==> src/rtl/memtype_pkg.sv <==
package memtype_pkg;

    localparam int FIXED_CNT = 88;
    localparam int IDX_W     = 7;
    localparam int PAGE_BITS = 12;

    localparam logic [7:0] MT_UC      = 8'h00;
    localparam logic [7:0] MT_WC      = 8'h01;
    localparam logic [7:0] MT_WT      = 8'h04;
    localparam logic [7:0] MT_WP      = 8'h05;
    localparam logic [7:0] MT_WB      = 8'h06;
    localparam logic [7:0] MT_PARTIAL = 8'hFE;
    localparam logic [7:0] MT_OFF     = 8'hFF;

    typedef enum logic [2:0] {
        SEL_FIXED  = 3'd0,
        SEL_BASE   = 3'd1,
        SEL_MASK   = 3'd2,
        SEL_GLOBAL = 3'd3,
        SEL_LIMIT  = 3'd4
    } cfg_sel_e;

    typedef struct packed {
        logic [7:0] def_type;
        logic       table_present;
        logic       en_global;
        logic       en_var;
    } glob_cfg_t;

    // page = address bits [19:12] of an address below 1 MiB
    function automatic logic [IDX_W-1:0] table_index(input logic [7:0] page);
        logic [IDX_W-1:0] k;
        if (!page[7])
            k = IDX_W'(page[6:4]);
        else if (!page[6])
            k = IDX_W'(8) + IDX_W'(page[5:2]);
        else
            k = IDX_W'(24) + IDX_W'(page[5:0]);
        return k;
    endfunction

endpackage

==> src/rtl/memtype_cfg_store.sv <==
module memtype_cfg_store
    import memtype_pkg::*;
#(
    parameter int ADDR_W  = 40,
    parameter int NUM_VAR = 4
) (
    input  logic                                 clk,
    input  logic                                 rst,
    input  logic                                 cfg_we,
    input  logic [2:0]                           cfg_sel,
    input  logic [IDX_W-1:0]                     cfg_idx,
    input  logic [ADDR_W-1:0]                    cfg_wdata,
    output logic [FIXED_CNT-1:0][7:0]            table_q,
    output logic [NUM_VAR-1:0][ADDR_W-1:0]       base_q,
    output logic [NUM_VAR-1:0][ADDR_W-1:0]       mask_q,
    output glob_cfg_t                            glob_q,
    output logic [ADDR_W-1:0]                    limit_q,
    output logic                                 loaded_q
);

    always_ff @(posedge clk) begin
        if (rst) begin
            table_q  <= '0;
            base_q   <= '0;
            mask_q   <= '0;
            glob_q   <= '0;
            limit_q  <= '0;
            loaded_q <= 1'b0;
        end else if (cfg_we) begin
            case (cfg_sel)
                SEL_FIXED: begin
                    for (int k = 0; k < FIXED_CNT; k++)
                        if (cfg_idx == IDX_W'(k)) table_q[k] <= cfg_wdata[7:0];
                end
                SEL_BASE: begin
                    for (int v = 0; v < NUM_VAR; v++)
                        if (cfg_idx == IDX_W'(v)) base_q[v] <= cfg_wdata;
                end
                SEL_MASK: begin
                    for (int v = 0; v < NUM_VAR; v++)
                        if (cfg_idx == IDX_W'(v)) mask_q[v] <= cfg_wdata;
                end
                SEL_GLOBAL: begin
                    glob_q.def_type      <= cfg_wdata[7:0];
                    glob_q.table_present <= cfg_wdata[8];
                    glob_q.en_global     <= cfg_wdata[9];
                    glob_q.en_var        <= cfg_wdata[10];
                    loaded_q             <= 1'b1;
                end
                SEL_LIMIT: limit_q <= cfg_wdata;
                default: ;
            endcase
        end
    end

    assert_global_marks_loaded_R11: assert property (@(posedge clk) disable iff (rst)
        (cfg_we && cfg_sel == SEL_GLOBAL) |=> loaded_q);

    assert_limit_holds_R7: assert property (@(posedge clk) disable iff (rst)
        !(cfg_we && cfg_sel == SEL_LIMIT) |=> $stable(limit_q));

endmodule

==> src/rtl/memtype_var_match.sv <==
module memtype_var_match
    import memtype_pkg::*;
#(
    parameter int ADDR_W = 40
) (
    input  logic [ADDR_W-1:0] base_word,
    input  logic [ADDR_W-1:0] mask_word,
    input  logic [ADDR_W-1:0] first_addr,
    input  logic [ADDR_W-1:0] last_addr,
    output logic              active,
    output logic              hit_first,
    output logic              hit_last,
    output logic [7:0]        range_type
);

    localparam logic [ADDR_W-1:0] PAGE_MASK = ~(ADDR_W'((64'd1 << PAGE_BITS) - 1));

    logic [ADDR_W-1:0] cmp_mask;
    logic [ADDR_W-1:0] tag;

    always_comb begin
        cmp_mask   = mask_word & PAGE_MASK;
        tag        = base_word & cmp_mask;
        active     = mask_word[11];
        hit_first  = (first_addr & cmp_mask) == tag;
        hit_last   = (last_addr  & cmp_mask) == tag;
        range_type = base_word[7:0];
    end

endmodule

==> src/rtl/memtype_resolve.sv <==
module memtype_resolve
    import memtype_pkg::*;
#(
    parameter int NUM_VAR = 4
) (
    input  logic [NUM_VAR-1:0]      hit,
    input  logic [NUM_VAR-1:0][7:0] types,
    output logic                    any_hit,
    output logic                    conflict,
    output logic [7:0]              res_type
);

    localparam int CNT_W = $clog2(NUM_VAR + 1);

    logic             any_uc, has_wb, has_wt, uniform, found;
    logic [CNT_W-1:0] hits;
    logic [7:0]       lead;
    logic [NUM_VAR-1:0][7:0] norm;

    always_comb begin
        any_uc = 1'b0;
        has_wb = 1'b0;
        has_wt = 1'b0;
        for (int v = 0; v < NUM_VAR; v++) begin
            if (hit[v] && types[v] == MT_UC) any_uc = 1'b1;
            if (hit[v] && types[v] == MT_WB) has_wb = 1'b1;
            if (hit[v] && types[v] == MT_WT) has_wt = 1'b1;
        end
        for (int v = 0; v < NUM_VAR; v++)
            norm[v] = (has_wb && has_wt && types[v] == MT_WB) ? MT_WT : types[v];
        lead  = MT_UC;
        found = 1'b0;
        for (int v = 0; v < NUM_VAR; v++) begin
            if (hit[v] && !found) begin
                lead  = norm[v];
                found = 1'b1;
            end
        end
        uniform = 1'b1;
        for (int v = 0; v < NUM_VAR; v++)
            if (hit[v] && norm[v] != lead) uniform = 1'b0;
        hits     = CNT_W'($countones(hit));
        any_hit  = found;
        conflict = (hits > CNT_W'(1)) && (any_uc || !uniform);
        res_type = conflict ? MT_UC : lead;
    end

endmodule

==> src/rtl/memtype_lookup.sv <==
module memtype_lookup
    import memtype_pkg::*;
#(
    parameter int ADDR_W  = 40,
    parameter int NUM_VAR = 4
) (
    input  logic              clk,
    input  logic              rst,
    input  logic              cfg_we,
    input  logic [2:0]        cfg_sel,
    input  logic [6:0]        cfg_idx,
    input  logic [ADDR_W-1:0] cfg_wdata,
    input  logic              req_valid,
    input  logic [ADDR_W-1:0] req_start,
    input  logic [ADDR_W-1:0] req_end,
    output logic              rsp_valid,
    output logic [7:0]        rsp_type
);

    logic [FIXED_CNT-1:0][7:0]      table_q;
    logic [NUM_VAR-1:0][ADDR_W-1:0] base_q, mask_q;
    glob_cfg_t                      glob_q;
    logic [ADDR_W-1:0]              limit_q;
    logic                           loaded_q;

    memtype_cfg_store #(.ADDR_W(ADDR_W), .NUM_VAR(NUM_VAR)) store_i (
        .clk(clk), .rst(rst), .cfg_we(cfg_we), .cfg_sel(cfg_sel),
        .cfg_idx(cfg_idx), .cfg_wdata(cfg_wdata), .table_q(table_q),
        .base_q(base_q), .mask_q(mask_q), .glob_q(glob_q),
        .limit_q(limit_q), .loaded_q(loaded_q)
    );

    logic [ADDR_W-1:0]         last_addr;
    logic [NUM_VAR-1:0]        active, hit_f, hit_l;
    logic [NUM_VAR-1:0][7:0]   rtypes;

    assign last_addr = req_end - ADDR_W'(1);

    for (genvar v = 0; v < NUM_VAR; v++) begin : g_range
        memtype_var_match #(.ADDR_W(ADDR_W)) match_i (
            .base_word(base_q[v]), .mask_word(mask_q[v]),
            .first_addr(req_start), .last_addr(last_addr),
            .active(active[v]), .hit_first(hit_f[v]), .hit_last(hit_l[v]),
            .range_type(rtypes[v])
        );
    end

    logic       partial, any_hit, conflict, in_low_mb, above_4g, under_limit;
    logic [7:0] res_type, next_type;

    memtype_resolve #(.NUM_VAR(NUM_VAR)) resolve_i (
        .hit(active & hit_f), .types(rtypes),
        .any_hit(any_hit), .conflict(conflict), .res_type(res_type)
    );

    always_comb begin
        partial     = |(active & (hit_f ^ hit_l));
        in_low_mb   = req_start[ADDR_W-1:20] == '0;
        above_4g    = |req_start[ADDR_W-1:32];
        under_limit = (limit_q != '0) && above_4g && (last_addr < limit_q);
        if (!loaded_q || !(glob_q.en_global || glob_q.en_var))
            next_type = MT_OFF;
        else if (glob_q.table_present && in_low_mb)
            next_type = table_q[table_index(req_start[19:12])];
        else if (!glob_q.en_var)
            next_type = glob_q.def_type;
        else if (partial)
            next_type = MT_PARTIAL;
        else if (conflict)
            next_type = MT_UC;
        else if (under_limit)
            next_type = MT_WB;
        else if (any_hit)
            next_type = res_type;
        else
            next_type = glob_q.def_type;
    end

    always_ff @(posedge clk) begin
        if (rst) begin
            rsp_valid <= 1'b0;
            rsp_type  <= 8'h00;
        end else begin
            rsp_valid <= req_valid;
            if (req_valid) rsp_type <= next_type;
        end
    end

    assert_rsp_follows_req_R10: assert property (@(posedge clk) disable iff (rst)
        req_valid |=> rsp_valid);

    assert_no_spurious_rsp_R10: assert property (@(posedge clk) disable iff (rst)
        !req_valid |=> !rsp_valid);

    assert_unloaded_is_off_R1: assert property (@(posedge clk) disable iff (rst)
        (req_valid && !loaded_q) |=> rsp_type == MT_OFF);

    assert_partial_needs_var_R5: assert property (@(posedge clk) disable iff (rst)
        (req_valid && loaded_q && glob_q.en_var && partial && !(glob_q.table_present && in_low_mb))
        |=> rsp_type == MT_PARTIAL);

endmodule

==> config.mk <==
export PLATFORM = sky130hd
export DESIGN_NAME = memtype_lookup
export DESIGN_NICKNAME = d
export VERILOG_FILES = /design/src/rtl/memtype_pkg.sv /design/src/rtl/memtype_cfg_store.sv /design/src/rtl/memtype_var_match.sv /design/src/rtl/memtype_resolve.sv /design/src/rtl/memtype_lookup.sv
export SDC_FILE = /design/constraint.sdc
export NUM_CORES = 2
export LEC_CHECK = 0
export BUFFER_PORTS_ARGS = -buffer_cell sky130_fd_sc_hd__buf_2
export CELL_PAD_IN_SITES_DETAIL_PLACEMENT = 0
export CELL_PAD_IN_SITES_GLOBAL_PLACEMENT = 1
export CORE_ASPECT_RATIO = 1.4
export CORE_MARGIN = 10
export CORE_UTILIZATION = 30
export CTS_CLUSTER_SIZE = 20
export DETAILED_ROUTE_END_ITERATION = 8
export GPL_TIMING_DRIVEN = 0
export PLACE_DENSITY_LB_ADDON = 0.1
export SYNTH_ARGS = -nofsm -noshare
export SYNTH_HDL_FRONTEND = slang
export SYNTH_SLANG_ARGS = --single-unit
export TNS_END_PERCENT = 20
==> constraint.sdc <==
create_clock -name clk -period 10.4 [get_ports clk]
set_input_delay 0 -clock clk [delete_from_list [all_inputs] [get_ports clk]]
set_output_delay 0 -clock clk [all_outputs]
set_load 0.01 [all_outputs]
==> out/metrics.cfg <==
[grt]
grt.total_usage = 0.300
first_global_vias = 48600
antenna_found_initial = 9
grt_max_degree = 17
grt_pass1_wl_um = 399000
overflow = 0

[cells_and_area]
design_area_um2 = 59200
area_growth_pct = 15.2
layout.cells.non_filler = 8881
finalNetCount = 6708
layout-drive-gt1-share = 0.0820
final.fill_count = 18400
finish.utilization = 0.348

[drt]
via_per_inst = 5.62
routedWlPerCell_um = 32.9
vias = 49900
dr.pass1.iters = 7
drt_iter0_drc = 5139
totalWireLength_um = 293000
drc_errors = 0
antenna_left = 0

[synthesis]
avgSynthCellArea_um2 = 8.17
ys.flop_type = dfxtp_1
synth_cell_types = 98
synth_cells = 6297
yosysSeqAreaShare = 0.399
ys_seq_elements = 1025
yosys_warnings = 0
synth_edf_count = 0
synth_nets = 6477
synth-async-reset-ratio = 0
syn_area_um2 = 51400

[clocking]
clkLatencyLatePin_ns = 0.81
post_cts_buffers = 0
post_cts_resized = 0
clkTransAtPathRegs_ns = 0.06
cts_root_buf = clkbuf_16
htreeDepth = 3
ctsHoldBuffers = 36
cts_tree = built
clock_sinks = 1025
cts_buffer_depth = 3
cts_buffers = 113

[setup_path]
critical_path_class = reg2reg
worstSetupStartpointType = register
cp.required_ns = 11.07
end_kind = register
path_max_fanout = 10
critical_path_arrival_ns = 8.68

[outcome]
violations = max-capacitance violations, max-slew violations
status = finished, violations left

[power_and_ir_drop]
p_sw_mw = 2.56
power.leakage_nw = 18.9
vdd_drop_max_uv = 187
p_per_area_nw_per_um2 = 153
seq_power_share = 0.434
switching_share = 0.283
internal_power_mw = 6.51
p_comb_frac = 0.097
p_clk_frac = 0.468

[timing]
skew_ns = 0.0639
rsz0062_at_grt = no
clock.fmax_mhz = 125
fin_hold_ws_ns = 0.0123
finalSetupViolations = 0
period_needed_ns = 8.01
period_share = 0.770
tightest_slew_ns = 1.64
finalSetupTns_ns = 0
slew_headroom = -0.101
slew_violations = 48
hold_violations = 0

[floorplanning]
rows = 179
fp.dieArea_um2 = 189000
ios = 143
core_um2 = 170000
initial_core_util = 0.302
die_w_um = 370
die_y_um = 510

[job]
maxCapViolations = 7

[place]
io_buffer_count = 49
dp_hpwl_um = 222000
placed_area_um2 = 55000
dp_cells = 8636
gp_congestion = 0.990

[hold_path]
worst_hold_path_type = in2reg

-- layout make-up --
cell class | count | area, um2 | area share
antenna | 8 | 20.0 | 0.000338
buffer | 550 | 2160 | 0.0365
clock buffer | 170 | 3310 | 0.0559
clock inverter | 28 | 440 | 0.00744
inverter | 101 | 379 | 0.00640
multi-input combinational | 4621 | 28600 | 0.482
sequential | 1025 | 20500 | 0.346
tap | 2262 | 2830 | 0.0478
timing repair buffer | 116 | 992 | 0.0168
-- state kept, by name (all words and copies together), names as in the netlist --
register,flops
store_i.table_q,704
rsp_type,8
store_i.mask_q,116
store_i.loaded_q,1
store_i.glob_q,11
rsp_valid,1
store_i.base_q,144
store_i.limit_q,40
-- worst max-delay path, cell delays in order, from the launching register on --
cell      delay (ns)
dfxtp_1         0.54
xor2_1          0.15
a22oi_1         0.44
nand4_2         0.71
nor4_2          1.07
inv_1           0.20
ha_1            0.25
clkbuf_1        0.26
nor2_1          0.31
nand4_1         0.14
nor4_1          1.09
o22ai_1         0.23
o41ai_1         0.37
a21oi_1         0.07
nand3b_1        0.25
a32o_1          0.35
or4b_2          0.69
o31ai_4         0.36
nand4b_4        0.16
a211oi_2        0.24
-- per-layer routing --
| metal | track usage | up-vias | share of wire |
|---|---|---|---|
| met1 | 0.325 | 24700 | 0.36 |
| met2 | 0.524 | 2045 | 0.49 |
| li1 | - | 22400 | - |
| met3 | 0.0411 | 731 | 0.053 |
| met5 | 0 | - | 0.00027 |
| met4 | 0.233 | 12 | 0.095 |
-- cells in the final DEF, fill, tap and decap left out, types with 52 or more instances in the layout --
cell | netlist | layout
a22oi_1 | 90 | 90
nand2_1 | 1396 | 1396
nand4_1 | 65 | 65
xor2_1 | 164 | 159
o21ai_0 | 53 | 52
mux4_2 | 176 | 176
clkbuf_1 | 477 | 495
nand3_1 | 547 | 547
clkbuf_16 | 0 | 114
a21oi_1 | 803 | 803
buf_2 | 24 | 80
xnor2_1 | 77 | 69
nor2_1 | 384 | 378
inv_1 | 101 | 101
dfxtp_1 | 1025 | 1025
nor4_1 | 57 | 54
mux2i_1 | 281 | 281
-- cells by family (layout without fill, tap and decap cells) --
logic type	after synthesis	in the layout	share of synthesized area
and+or+nand+nor	2693	2693	0.231
other	0	8	0
muxes	465	465	0.134
AOI/OAI and AO/OA	1171	1171	0.133
xor gates and xnor gates	246	246	0.0432
adders and majority gates	46	46	0.0113
buffers and inverters	651	965	0.0490
DFF	1025	1025	0.399
-- power groups by stage --
stage	clock (mW)	combinational, mW	sequential (mW)
final	4.25	0.884	3.94
after global routing	4.44	0.896	3.94
after CTS	4.30	0.868	3.94
after detailed placement	0	0.850	4.03
after global placement	0	0.838	4.03
after floorplan	0	0.388	4.03
-- synth_stat cells (6+ instances only) --
cell type | instances | share of area
or4_1 | 18 | 0.0026
a211oi_1 | 11 | 0.0016
nor3_1 | 48 | 0.0047
a22oi_1 | 90 | 0.013
nor4b_1 | 8 | 0.0014
nand2_1 | 1396 | 0.10
nor2_1 | 384 | 0.028
clkbuf_1 | 477 | 0.035
o21ai_0 | 53 | 0.0052
buf_1 | 41 | 0.0030
and3_1 | 39 | 0.0047
nand3b_1 | 11 | 0.0016
nand4_1 | 65 | 0.0079
dfxtp_1 | 1025 | 0.40
a32oi_1 | 14 | 0.0024
mux2i_1 | 281 | 0.055
and2_1 | 16 | 0.0019
nor3b_1 | 13 | 0.0019
o21a_1 | 7 | 0.0010
o22ai_1 | 12 | 0.0015
buf_2 | 24 | 0.0023
o211ai_1 | 15 | 0.0022
nand3_1 | 547 | 0.053
a221oi_1 | 8 | 0.0014
nand2b_1 | 26 | 0.0032
or3_1 | 12 | 0.0015
nor2b_1 | 11 | 0.0013
a22o_1 | 6 | 0.0010
a2111oi_0 | 9 | 0.0015
mux4_2 | 176 | 0.077
xor2_1 | 164 | 0.028
nor4_1 | 57 | 0.0069
a21oi_1 | 803 | 0.078
inv_1 | 101 | 0.0074
a311oi_1 | 27 | 0.0046
mux2_2 | 7 | 0.0015
xnor2_1 | 77 | 0.013
a21o_1 | 24 | 0.0035
a31oi_1 | 22 | 0.0027
ha_1 | 45 | 0.011
-- worst paths after layout --
kind	startpoint	end	slack, ns	depth (start not counted)
worst max-delay path	store_i.base_q[27]	rsp_type[0]	2.39	19
worst min-delay path	cfg_wdata[22]	store_i.mask_q[22]	0.01	3
worst max register to register	store_i.base_q[27]	rsp_type[0]	2.39	19
worst min register to register	store_i.table_q[137]	store_i.table_q[137]	0.45	2
-- stage by stage --
step | power [mW] | setup WS, ns
after global routing | 9.28 | 2.33
final | 9.07 | 2.39
after floorplan | 4.41 | 5.15
after global placement | 4.87 | 1.79
after CTS | 9.11 | 2.68
after detailed placement | 4.88 | 2.39
(Power assumes the default switching activity.)
